==> config.mk <==
export PLATFORM = sky130hd
export DESIGN_NAME = flash_region_decode
export DESIGN_NICKNAME = d
export VERILOG_FILES = /design/src/rtl/flash_region_decode.sv
export SDC_FILE = /design/constraint.sdc
export NUM_CORES = 1
export LEC_CHECK = 0
export ABC_CLOCK_PERIOD_IN_PS = 13480
export BUFFER_PORTS_ARGS = -buffer_cell sky130_fd_sc_hd__buf_2
export CAP_MARGIN = 10
export CORE_AREA = 5 5 155 157
export CTS_BUF_LIST = sky130_fd_sc_hd__clkbuf_8
export CTS_CLUSTER_SIZE = 8
export DETAILED_ROUTE_END_ITERATION = 16
export DIE_AREA = 0 0 160 162
export PLACE_DENSITY_LB_ADDON = 0.2
export SLEW_MARGIN = 20
export SYNTH_ARGS = -nofsm -noshare
export SYNTH_HDL_FRONTEND = slang
export SYNTH_SLANG_ARGS = --single-unit
==> constraint.sdc <==
create_clock -name clk -period 13.48 [get_ports clk]
set_clock_uncertainty 0.15 [all_clocks]
set_input_delay 0.674 -clock clk [delete_from_list [all_inputs] [get_ports clk]]
set_output_delay 0.674 -clock clk [all_outputs]
set_load 0.01 [all_outputs]
==> src/rtl/flash_region_decode.sv <==
module flash_region_decode #(
  parameter int ADDR_W   = 32,
  parameter int SIZE_W   = 32,
  parameter int KB_SHIFT = 10
) (
  input  logic              clk,
  input  logic              rst_n,
  input  logic              cfg_we,
  input  logic [1:0]        cfg_idx,
  input  logic [SIZE_W-1:0] cfg_size,
  input  logic              req_valid,
  input  logic [ADDR_W-1:0] req_addr,
  output logic              rsp_valid,
  output logic              rsp_miss,
  output logic [1:0]        rsp_cs,
  output logic [ADDR_W-1:0] rsp_offset
);

  localparam int NREG  = 4;
  localparam int LIM_W = SIZE_W + KB_SHIFT + 2;

  logic [NREG-1:0][SIZE_W-1:0] size_q;
  logic [NREG:0][LIM_W-1:0]    edge_b;
  logic [NREG-1:0]             hit;
  logic [LIM_W-1:0]            addr_x;
  logic [1:0]                  sel;
  logic                        miss;
  logic [LIM_W-1:0]            sel_base;

  always_ff @(posedge clk) begin
    if (!rst_n) size_q <= '0;
    else if (cfg_we) size_q[cfg_idx] <= cfg_size;
  end

  assign addr_x    = LIM_W'(req_addr);
  assign edge_b[0] = '0;

  for (genvar i = 0; i < NREG; i++) begin : g_reg
    assign edge_b[i+1] = edge_b[i] + (LIM_W'(size_q[i]) << KB_SHIFT);
    assign hit[i]      = (addr_x >= edge_b[i]) && (addr_x < edge_b[i+1]);
  end

  always_comb begin
    sel = '0;
    for (int i = NREG - 1; i >= 0; i--)
      if (hit[i]) sel = 2'(i);
  end

  assign miss     = (hit == '0);
  assign sel_base = edge_b[sel];

  always_ff @(posedge clk) begin
    if (!rst_n) begin
      rsp_valid  <= 1'b0;
      rsp_miss   <= 1'b1;
      rsp_cs     <= '0;
      rsp_offset <= '0;
    end else begin
      rsp_valid  <= req_valid;
      rsp_miss   <= miss;
      rsp_cs     <= miss ? 2'd0 : sel;
      rsp_offset <= miss ? '0 : ADDR_W'(addr_x - sel_base);
    end
  end

  logic [NREG-1:0][SIZE_W-1:0] size_seen;
  always_ff @(posedge clk) size_seen <= size_q;


  valid_rise_chk: assert property (@(posedge clk) disable iff (!rst_n)
    req_valid |=> rsp_valid);


  valid_drop_chk: assert property (@(posedge clk) disable iff (!rst_n)
    !req_valid |=> !rsp_valid);


  miss_quiet_chk: assert property (@(posedge clk) disable iff (!rst_n)
    rsp_miss |-> (rsp_cs == 2'd0 && rsp_offset == '0));


  zero_skip_chk: assert property (@(posedge clk) disable iff (!rst_n)
    (rsp_valid && !rsp_miss) |-> (size_seen[rsp_cs] != '0));


  offset_bound_chk: assert property (@(posedge clk) disable iff (!rst_n)
    (rsp_valid && !rsp_miss) |->
      (LIM_W'(rsp_offset) < (LIM_W'(size_seen[rsp_cs]) << KB_SHIFT)));

endmodule

==> run summary, run 1 <==
Status -> finished clean
Worst path most repeated cell -> o21ai_0
MaxCap Viol Count -> 0
Slew Limit Fails -> 0
Syn_nets -> 2164
Placer Congestion -> 0.998
Vias per inst -> 6.25
Initial DRC Count -> 1391
Nets -> 2225
Final ANT Viol Nets -> 0
Initial DRT Pass Iterations -> 6
Max VDD drop -> 0.0593 mV
Startpoint types -> flop
Crit path arrival time -> 12.20 ns
Most used routing layer -> met1
Worst setup path class -> flop to flop
CP max FO -> 20
Worst Setup End Kind -> flop
Clk sinks -> 164
Area grow syn2layout -> 7.75%
HPWL Detailed -> 33.0 mm
Initial antenna violation count -> 0
Hold Buf Count CTS -> 0
Syn avg cell area -> 7.46 um^2
Overflow after GRT -> 0
Met2 usage -> 46.6%
Slew HR -> 37.6%
PostCTS Resize Cnt -> 0
Leak Pwr -> 6.77 nW
PD cells -> 84.9 nW/um^2
First-pass GRT wire length -> 66.7 mm
Detailed-route via count -> 14000
Clock transition at path regs -> 0.12 ns
Total wire length -> 41.8 mm
Most used DFF post-synth -> dfxtp_1
Post-CTS Setup Inserts -> 0
I/O pins -> 106
Worst Path Required -> 13.70 ns
Post-route clock period utilization -> 88.9%
Post-synth EDFFs -> 0
Vias in the first global route -> 13000
Cts bufs inserted -> 17
M3 GR Usage -> 6.24%
Unrepaired setup endpoints after global routing -> no
Die Ht -> 162 um
Root buffer cell -> clkbuf_8
H-Tree Depth -> 4
Synth cell types -> 79
Setup TNS -> 0 ns
Final Cell Area -> 15100 um^2
Share of layout cells above drive strength 1 -> 8.63%
Critical Path Source -> size_q[1]
Residual DRC count -> 0
Largest net degree at the start of global routing -> 91
Power Total -> 1.29 mW
Core Area -> 22400 um^2
FP Rows -> 55
Syn. warnings -> 0
Number of diodes -> 0
IO buf count -> 105
GRT Overall Usage -> 31.5%
Slew @ Worst Pin -> 0.925 ns
Cell Area, Synth -> 14100 um^2
CP peak stage delay -> 0.51 ns
Beginning of the worst register-to-register path -> size_q[1]
Initial Util -> 62.8%
Endpoints failing setup -> 0
Worst-Skew Late Latency -> 0.50 ns
Hold Vio Cnt, Final -> 0
Slowest-stage cell, CP -> dfxtp_1
Maximum clock rate -> 0.0835 GHz
Hold path startpoint -> req_addr[4]
DIE WIDTH -> 160 um
Worst hold path class -> primary input to flop
Clk buf depth -> 2
Async S/R FF share, synth -> 0%
Period minus WS final -> 11.98 ns
Layout fillers -> 2013
Die area -> 25900 um^2
Post-synthesis cell count -> 1885
CTS tree -> built
Post-DP Area -> 14700 um^2
Flops & latches, synth -> 164
Drt wl/cell -> 18.6 um
Register area share after synthesis -> 23.4%
Met1 usage -> 47.1%
==> registers in the layout (all words and copies together) (netlist names) <==
name and count:
rsp_cs 2, rsp_miss 1, rsp_offset 32, rsp_valid 1, size_q 128
==> critical path: cells and delay by family (launching register included) <==
family	cells	cell delay (ns)
xor+xnor	4	0.72
compound gates	28	5.63
simple gates	18	2.73
buf+inv	1	0.44
flops	1	0.51
fa+ha+maj	5	1.70
==> per-stage QoR <==
stage	hold WS [ns]	worst slack [ns]	util, %	instances
after floorplan	0.291	3.51	-	1885
after global placement	0.297	2.12	65.8	2212
after detailed placement	0.302	1.80	65.8	2212
after CTS	0.223	1.73	67.7	2244
after global routing	0.216	0.194	67.7	2244
final	0.236	1.50	67.7	2244
==> routing by layer <==
layer  vias to the layer above  share of wire, %
met3                        69                11
met1                      6517                46
met2                       635                41
met5                         -                 0
met4                         0               1.7
li1                       6806                 -
==> path summary, 6_finish.rpt <==
| path | cells past startpoint | endpoint | slack [ns] |
|---|---|---|---|
| worst max-delay path | 56 | rsp_offset[31] | 1.50 |
| worst min-delay path | 3 | rsp_offset[4] | 0.24 |
| worst max register to register | 56 | rsp_offset[31] | 1.50 |
| worst min register to register | 2 | size_q[77] | 0.32 |
==> cell usage after synthesis, types with 3 or more instances <==
cell,instances,area (um^2)
nand2_1,337,1260
a21oi_1,269,1350
ha_1,205,2560
dfxtp_1,164,3280
o21ai_0,114,571
inv_1,109,409
nor2_1,92,345
clkbuf_1,63,236
a21o_1,56,420
xnor2_1,46,403
xor2_1,44,385
nor2b_1,30,188
nand2b_1,25,156
nand3_1,25,125
nand4_1,23,144
a211oi_1,21,158
a22oi_1,21,158
nor3_1,21,105
o21a_1,16,120
a31oi_1,15,93.8
o211ai_1,15,113
and3_1,13,81.3
and2_1,11,68.8
nor4_1,11,68.8
nor3b_1,9,67.6
o21bai_1,9,67.6
o2111ai_1,8,70.1
mux2i_1,7,70.1
o31ai_1,7,52.6
a211o_1,6,52.6
and4_1,5,43.8
buf_2,5,25.0
or2_2,5,31.3
a21boi_0,4,30.0
fa_1,4,80.1
o31a_1,4,35.0
or3_1,4,25.0
or4_1,4,30.0
a31o_2,3,26.3
o211a_1,3,30.0
o22ai_1,3,18.8
==> cell usage in the layout (no fill, tap or decap), types with 6 or more instances in the layout <==
cell type	netlist	layout
nand2_1	337	337
a21oi_1	269	269
ha_1	205	205
dfxtp_1	164	164
o21ai_0	114	114
inv_1	109	108
buf_2	5	105
nor2_1	92	90
a21o_1	56	56
xnor2_1	46	46
xor2_1	44	44
nor2b_1	30	30
nand2b_1	25	25
nand3_1	25	25
nand4_1	23	23
a211oi_1	21	21
nor3_1	21	21
a22oi_1	21	21
clkbuf_8	0	17
o21a_1	16	16
o211ai_1	15	15
a31oi_1	15	15
and3_1	13	13
nor4_1	11	11
and2_1	11	11
o21bai_1	9	9
o2111ai_1	8	8
nor3b_1	9	8
o31ai_1	7	7
mux2i_1	7	7
buf_4	0	7
a211o_1	6	6
==> power by group <==
part / leakage, nW / switching (mW) / total, mW / internal [mW]
sequential: 1.34 / 0.0155 / 0.523 / 0.507
clock: 0.207 / 0.234 / 0.391 / 0.158
combinational: 5.22 / 0.232 / 0.372 / 0.140
total: 6.77 / 0.481 / 1.29 / 0.804
==> cells by family (layout without fill, tap and decap cells) <==
logic type / count (synthesis) / count (layout) / synth area share [%]
simple gates: 629 / 629 / 20.6
compound gates: 603 / 603 / 25.9
fa+ha+maj: 209 / 209 / 18.8
buf+inv: 181 / 255 / 4.99
flops: 164 / 164 / 23.4
xor+xnor: 91 / 91 / 5.77
mux: 8 / 8 / 0.579
==> cell type report <==
| cell class | count | area [um^2] | share of cell area [%] |
|---|---|---|---|
| Tap cell | 285 | 357 | 2.35 |
| Inverter | 111 | 418 | 2.76 |
| Clock buffer | 17 | 234 | 1.55 |
| Sequential cell | 164 | 3280 | 21.7 |
| Clock inverter | 15 | 184 | 1.21 |
| Multi-Input combinational cell | 1540 | 10100 | 66.6 |
| Timing Repair Buffer | 112 | 578 | 3.82 |
No activity file was read; power rests on OpenSTA's default activity.
==> run 2, diff against run 1 <==
Settings changed: REMOVE_ABC_BUFFERS from default to 1.
==> run 2 against run 1 <==
Total power fell by 1.2%; fmax is 0.11% lower; flip-flop and latch count unchanged; final cell count unchanged; worst setup slack got worse by 0.013 ns; die area stayed put; largest cell class unchanged; largest power group unchanged.
==> run summary, run 2 (synthesis results as in run 1) <==
Commonest cells after routing, fill and taps aside -> nand2_1, a21oi_1, ha_1
Die Ht -> 162 um
Worst setup path class -> flop to flop
Worst-Skew Late Latency -> 0.48 ns
Worst hold path class -> primary input to flop
Most common cell after layout, fill and taps aside -> nand2_1
Top flop regs -> size_q (128), rsp_offset (32), rsp_cs (2)
Hold Vio Cnt, Final -> 0
Vias per inst -> 6.27
Final Cell Area -> 15100 um^2
Met2 usage -> 46.8%
Overflow after GRT -> 0
Vias in the first global route -> 12700
Met1 usage -> 47.4%
Hold Buf Count CTS -> 0
Number of diodes -> 0
Hold Worst Slack -> 0.243 ns
Slowest-stage cell, CP -> a21oi_2
Largest Register -> size_q
Unrepaired setup endpoints after global routing -> no
Total wire length -> 42.3 mm
Most used routing layer -> met1
Initial Util -> 62.8%
CTS tree -> built
Crit path arrival time -> 12.19 ns
Clk sinks -> 164
Status -> finished clean
Worst path most repeated cell -> o21ai_0
GRT Overall Usage -> 31.8%
Post-route clock period utilization -> 89.0%
PostCTS Resize Cnt -> 0
I/O pins -> 106
Largest register FFs -> 128
FP Rows -> 55
Drt wl/cell -> 18.9 um
DIE WIDTH -> 160 um
Worst Setup End Kind -> flop
MaxCap Viol Count -> 0
Share of layout cells above drive strength 1 -> 8.63%
Clk buf depth -> 2
Internal -> 786 uW
Worst path buffer plus inverter count -> 0
Nets -> 2225
IO buf count -> 105
Endpoints failing setup -> 0
Area grow syn2layout -> 7.61%
Placed Instances -> 2212
Largest net degree at the start of global routing -> 86
CP max FO -> 22
Clock transition at path regs -> 0.12 ns
First-pass GRT wire length -> 66.7 mm
Slew HR -> 26.2%
CP peak stage delay -> 0.70 ns
PD cells -> 84.0 nW/um^2
Post-DP Area -> 14700 um^2
Sequential share of power -> 41.1%
Cts bufs inserted -> 17
Post-CTS Setup Inserts -> 0
Core Area -> 22400 um^2
HPWL Detailed -> 33.7 mm
H-Tree Depth -> 4
Root buffer cell -> clkbuf_8
M3 GR Usage -> 7.54%
CP top delay family -> compound AO/OA/AOI/OAI gates
Combinational power share -> 29.4%
Maximum clock rate -> 0.0834 GHz
Placer Congestion -> 1.00
Setup TNS -> 0 ns
Non-Filler Instances -> 2244
Layout fillers -> 1964
Startpoint types -> flop
Final ANT Viol Nets -> 0
Initial DRT Pass Iterations -> 6
Initial antenna violation count -> 0
Slew @ Worst Pin -> 1.09 ns
Residual DRC count -> 0
Detailed-route via count -> 14100
Leak Pwr -> 6.76 nW
Initial DRC Count -> 1324
Worst Path Required -> 13.68 ns
Clk network pwr share -> 29.5%
Die area -> 25900 um^2
Switching power -> 485 uW
Slew Limit Fails -> 0
Period minus WS final -> 12.00 ns
Sw frac -> 38.1%
Max VDD drop -> 0.0864 mV
Power Total -> 1.27 mW
run 2: through the flow:
stage	utilization, %	worst slack [ns]
2_1_floorplan	-	3.25
3_3_place_gp	65.8	2.03
3_5_place_dp	65.8	1.74
4_1_cts	67.6	1.64
5_1_grt	67.6	0.235
6_report	67.6	1.48
run 2: area by class of cell:
cell class / instances / area (um^2) / area share (%)
Clock buffer: 17 / 234 / 1.55
Clock inverter: 15 / 165 / 1.09
Inverter: 111 / 418 / 2.76
Multi-Input combinational cell: 1540 / 10100 / 66.7
Sequential cell: 164 / 3280 / 21.7
Tap cell: 285 / 357 / 2.36
Timing Repair Buffer: 112 / 578 / 3.82
run 2: per-layer routing:
metal	share of wire, %	vias to the layer above	wire [um]
li1	-	6819	-
met3	11	64	4760
met1	46	6517	19500
met5	0	-	0
met4	1.8	0	764
met2	41	661	17200
run 2: worst register-to-register path: cells and delay by family (launching register included):
family | cells | cell delay, ns
flip-flops | 1 | 0.53
AO/OA/AOI/OAI | 29 | 6.82
AND/OR/NAND/NOR | 14 | 2.30
XOR/XNOR | 3 | 0.64
adder cells (fa/ha/maj) | 4 | 1.44
run 2: power by group through the flow:
stage	logic, mW	clock network (mW)	registers [mW]
detailed placement	0.364	0	0.533
global route	0.414	0.397	0.525
CTS	0.367	0.377	0.522
floorplan	0.248	0	0.533
finish	0.374	0.375	0.522
global placement	0.357	0	0.532
run 2: path summary, 6_finish.rpt:
check,depth (start not counted),to,from,slack [ns]
setup reg to reg,50,rsp_offset[31],size_q[1],1.48
setup / recovery,50,rsp_offset[31],size_q[1],1.48
hold reg to reg,2,size_q[56],size_q[56],0.32
hold / removal,3,rsp_offset[5],req_addr[5],0.24
==> run 3, diff against run 2 <==
Settings changed: RECOVER_POWER from default to 25.
==> run 3 against run 2 <==
The flow now finishes with violations (max-capacitance violations, max-slew violations); via count shrank 0.53%; worst hold slack gained 0.0053 ns; flip-flop and latch count is the same; sequential power is essentially flat; clock power is essentially flat; critical path type unchanged; clock-buffer cell count is the same; worst setup slack gained 0.021 ns; wire length is essentially flat; global-route usage is the same; first-iteration DRC count grew 1.8%.
==> run summary, run 3 (synthesis results as in run 1) <==
Initial antenna violation count -> 0
Slowest-stage cell, CP -> a21oi_2
Commonest cells after routing, fill and taps aside -> nand2_1, a21oi_1, ha_1
Core Area -> 22400 um^2
R2R setup slack -> 1.51 ns
Largest register FFs -> 128
Unrepaired setup endpoints after global routing -> no
Startpoint types -> flop
Worst setup path class -> flop to flop
Initial DRT Pass Iterations -> 8
CP peak stage delay -> 0.69 ns
Clk buf depth -> 2
Residual DRC count -> 0
PD cells -> 84.0 nW/um^2
Total wire length -> 42.3 mm
PostCTS Resize Cnt -> 0
Placement Setup Slack -> 1.74 ns
Hold Vio Cnt, Final -> 0
Worst hold path class -> primary input to flop
Overflow after GRT -> 0
Most common cell after layout, fill and taps aside -> nand2_1
Multi-input logic area -> 10100 um^2
Initial Util -> 62.8%
I/O pins -> 106
Final ANT Viol Nets -> 0
Beginning of the worst register-to-register path -> size_q[1]
Critical Path Source -> size_q[1]
Die area -> 25900 um^2
Reg2reg end -> rsp_offset[31]
Area grow syn2layout -> 7.55%
Endpoints failing setup -> 0
Maximum clock rate -> 0.0835 GHz
Drt wl/cell -> 18.9 um
Post-route clock period utilization -> 88.8%
FP Rows -> 55
Register area -> 3280 um^2
CP max FO -> 22
Top flop regs -> size_q (128), rsp_offset (32), rsp_cs (2)
Largest Register -> size_q
Worst-Skew Late Latency -> 0.48 ns
Layout fillers -> 1971
Detailed-route via count -> 14000
Slew HR -> -21.9%
Core Util, Final -> 67.6%
Cts bufs inserted -> 17
Placer Congestion -> 1.00
GRT Overall Usage -> 31.8%
Worst Setup End Kind -> flop
Worst Path Required -> 13.67 ns
Initial DRC Count -> 1348
Vias in the first global route -> 12700
Nets -> 2225
IO buf count -> 105
H-Tree Depth -> 4
Slew @ Worst Pin -> 1.82 ns
Leak Pwr -> 6.73 nW
Slew Limit Fails -> 46
Clk sinks -> 164
First-pass GRT wire length -> 66.7 mm
Max VDD drop -> 0.0852 mV
Die Ht -> 162 um
Crit path arrival time -> 12.17 ns
DIE WIDTH -> 160 um
Number of diodes -> 0
Power Total -> 1.27 mW
Largest net degree at the start of global routing -> 86
Failing checks -> max-capacitance violations, max-slew violations
Vias per inst -> 6.23
Setup TNS -> 0 ns
Root buffer cell -> clkbuf_8
Worst Setup EP -> rsp_offset[31]
MaxCap Viol Count -> 1
Post-CTS Setup Inserts -> 0
Setup ws final -> 1.51 ns
CTS tree -> built
Period minus WS final -> 11.97 ns
HPWL Detailed -> 33.7 mm
Share of layout cells above drive strength 1 -> 8.27%
Clock transition at path regs -> 0.12 ns
Worst path most repeated cell -> o21ai_0
R2R depth -> 50
Status -> finished with violations
Hold Buf Count CTS -> 0
==> run 3: worst min path at each step <==
stage | start | endpoint | slack, ns | cells after the start
final | req_addr[5] | rsp_offset[5] | 0.25 | 3
after global routing | req_addr[2] | rsp_offset[2] | 0.22 | 3
after CTS | req_addr[5] | rsp_offset[5] | 0.23 | 3
after detailed placement | size_q[57] | size_q[57] | 0.30 | 2
after global placement | size_q[52] | size_q[52] | 0.30 | 2
after floorplan | size_q[100] | size_q[100] | 0.29 | 2
==> run 3: layout make-up <==
type / instances / share of cell area [%]
clock buffer: 17 / 1.55
clock inverter: 15 / 1.09
inverter: 111 / 2.76
multi-input combinational: 1540 / 66.7
sequential: 164 / 21.7
tap: 285 / 2.36
timing repair buffer: 112 / 3.77
==> run 3: critical path, delay by kind of cell, from the launching register on <==
kind / cells / cell delay (ns)
fa+ha+maj: 4 / 1.42
flops: 1 / 0.52
compound gates: 29 / 6.81
simple gates: 14 / 2.29
xor+xnor: 3 / 0.64
==> run 3: through the flow <==
| stage | instances | cell area [um^2] | hold slack, ns |
|---|---|---|---|
| final | 2244 | 15100 | 0.248 |
| after global routing | 2244 | 15100 | 0.223 |
| after CTS | 2244 | 15100 | 0.230 |
| after detailed placement | 2212 | 14700 | 0.304 |
| after global placement | 2212 | 14700 | 0.296 |
| after floorplan | 1815 | 13800 | 0.291 |
==> run 3: power by group <==
part / internal [mW] / switching, mW / total (mW)
registers: 0.507 / 0.0154 / 0.523
clock network: 0.139 / 0.234 / 0.373
logic: 0.139 / 0.234 / 0.373
total: 0.786 / 0.483 / 1.27
==> run 3: metal layers <==
layer	global-route usage, %	vias to the layer above	part of all wire (%)
li1	-	6819	-
met1	47.4	6434	46
met2	46.8	674	41
met3	7.54	59	11
met4	6.30	0	1.8
met5	0	-	0
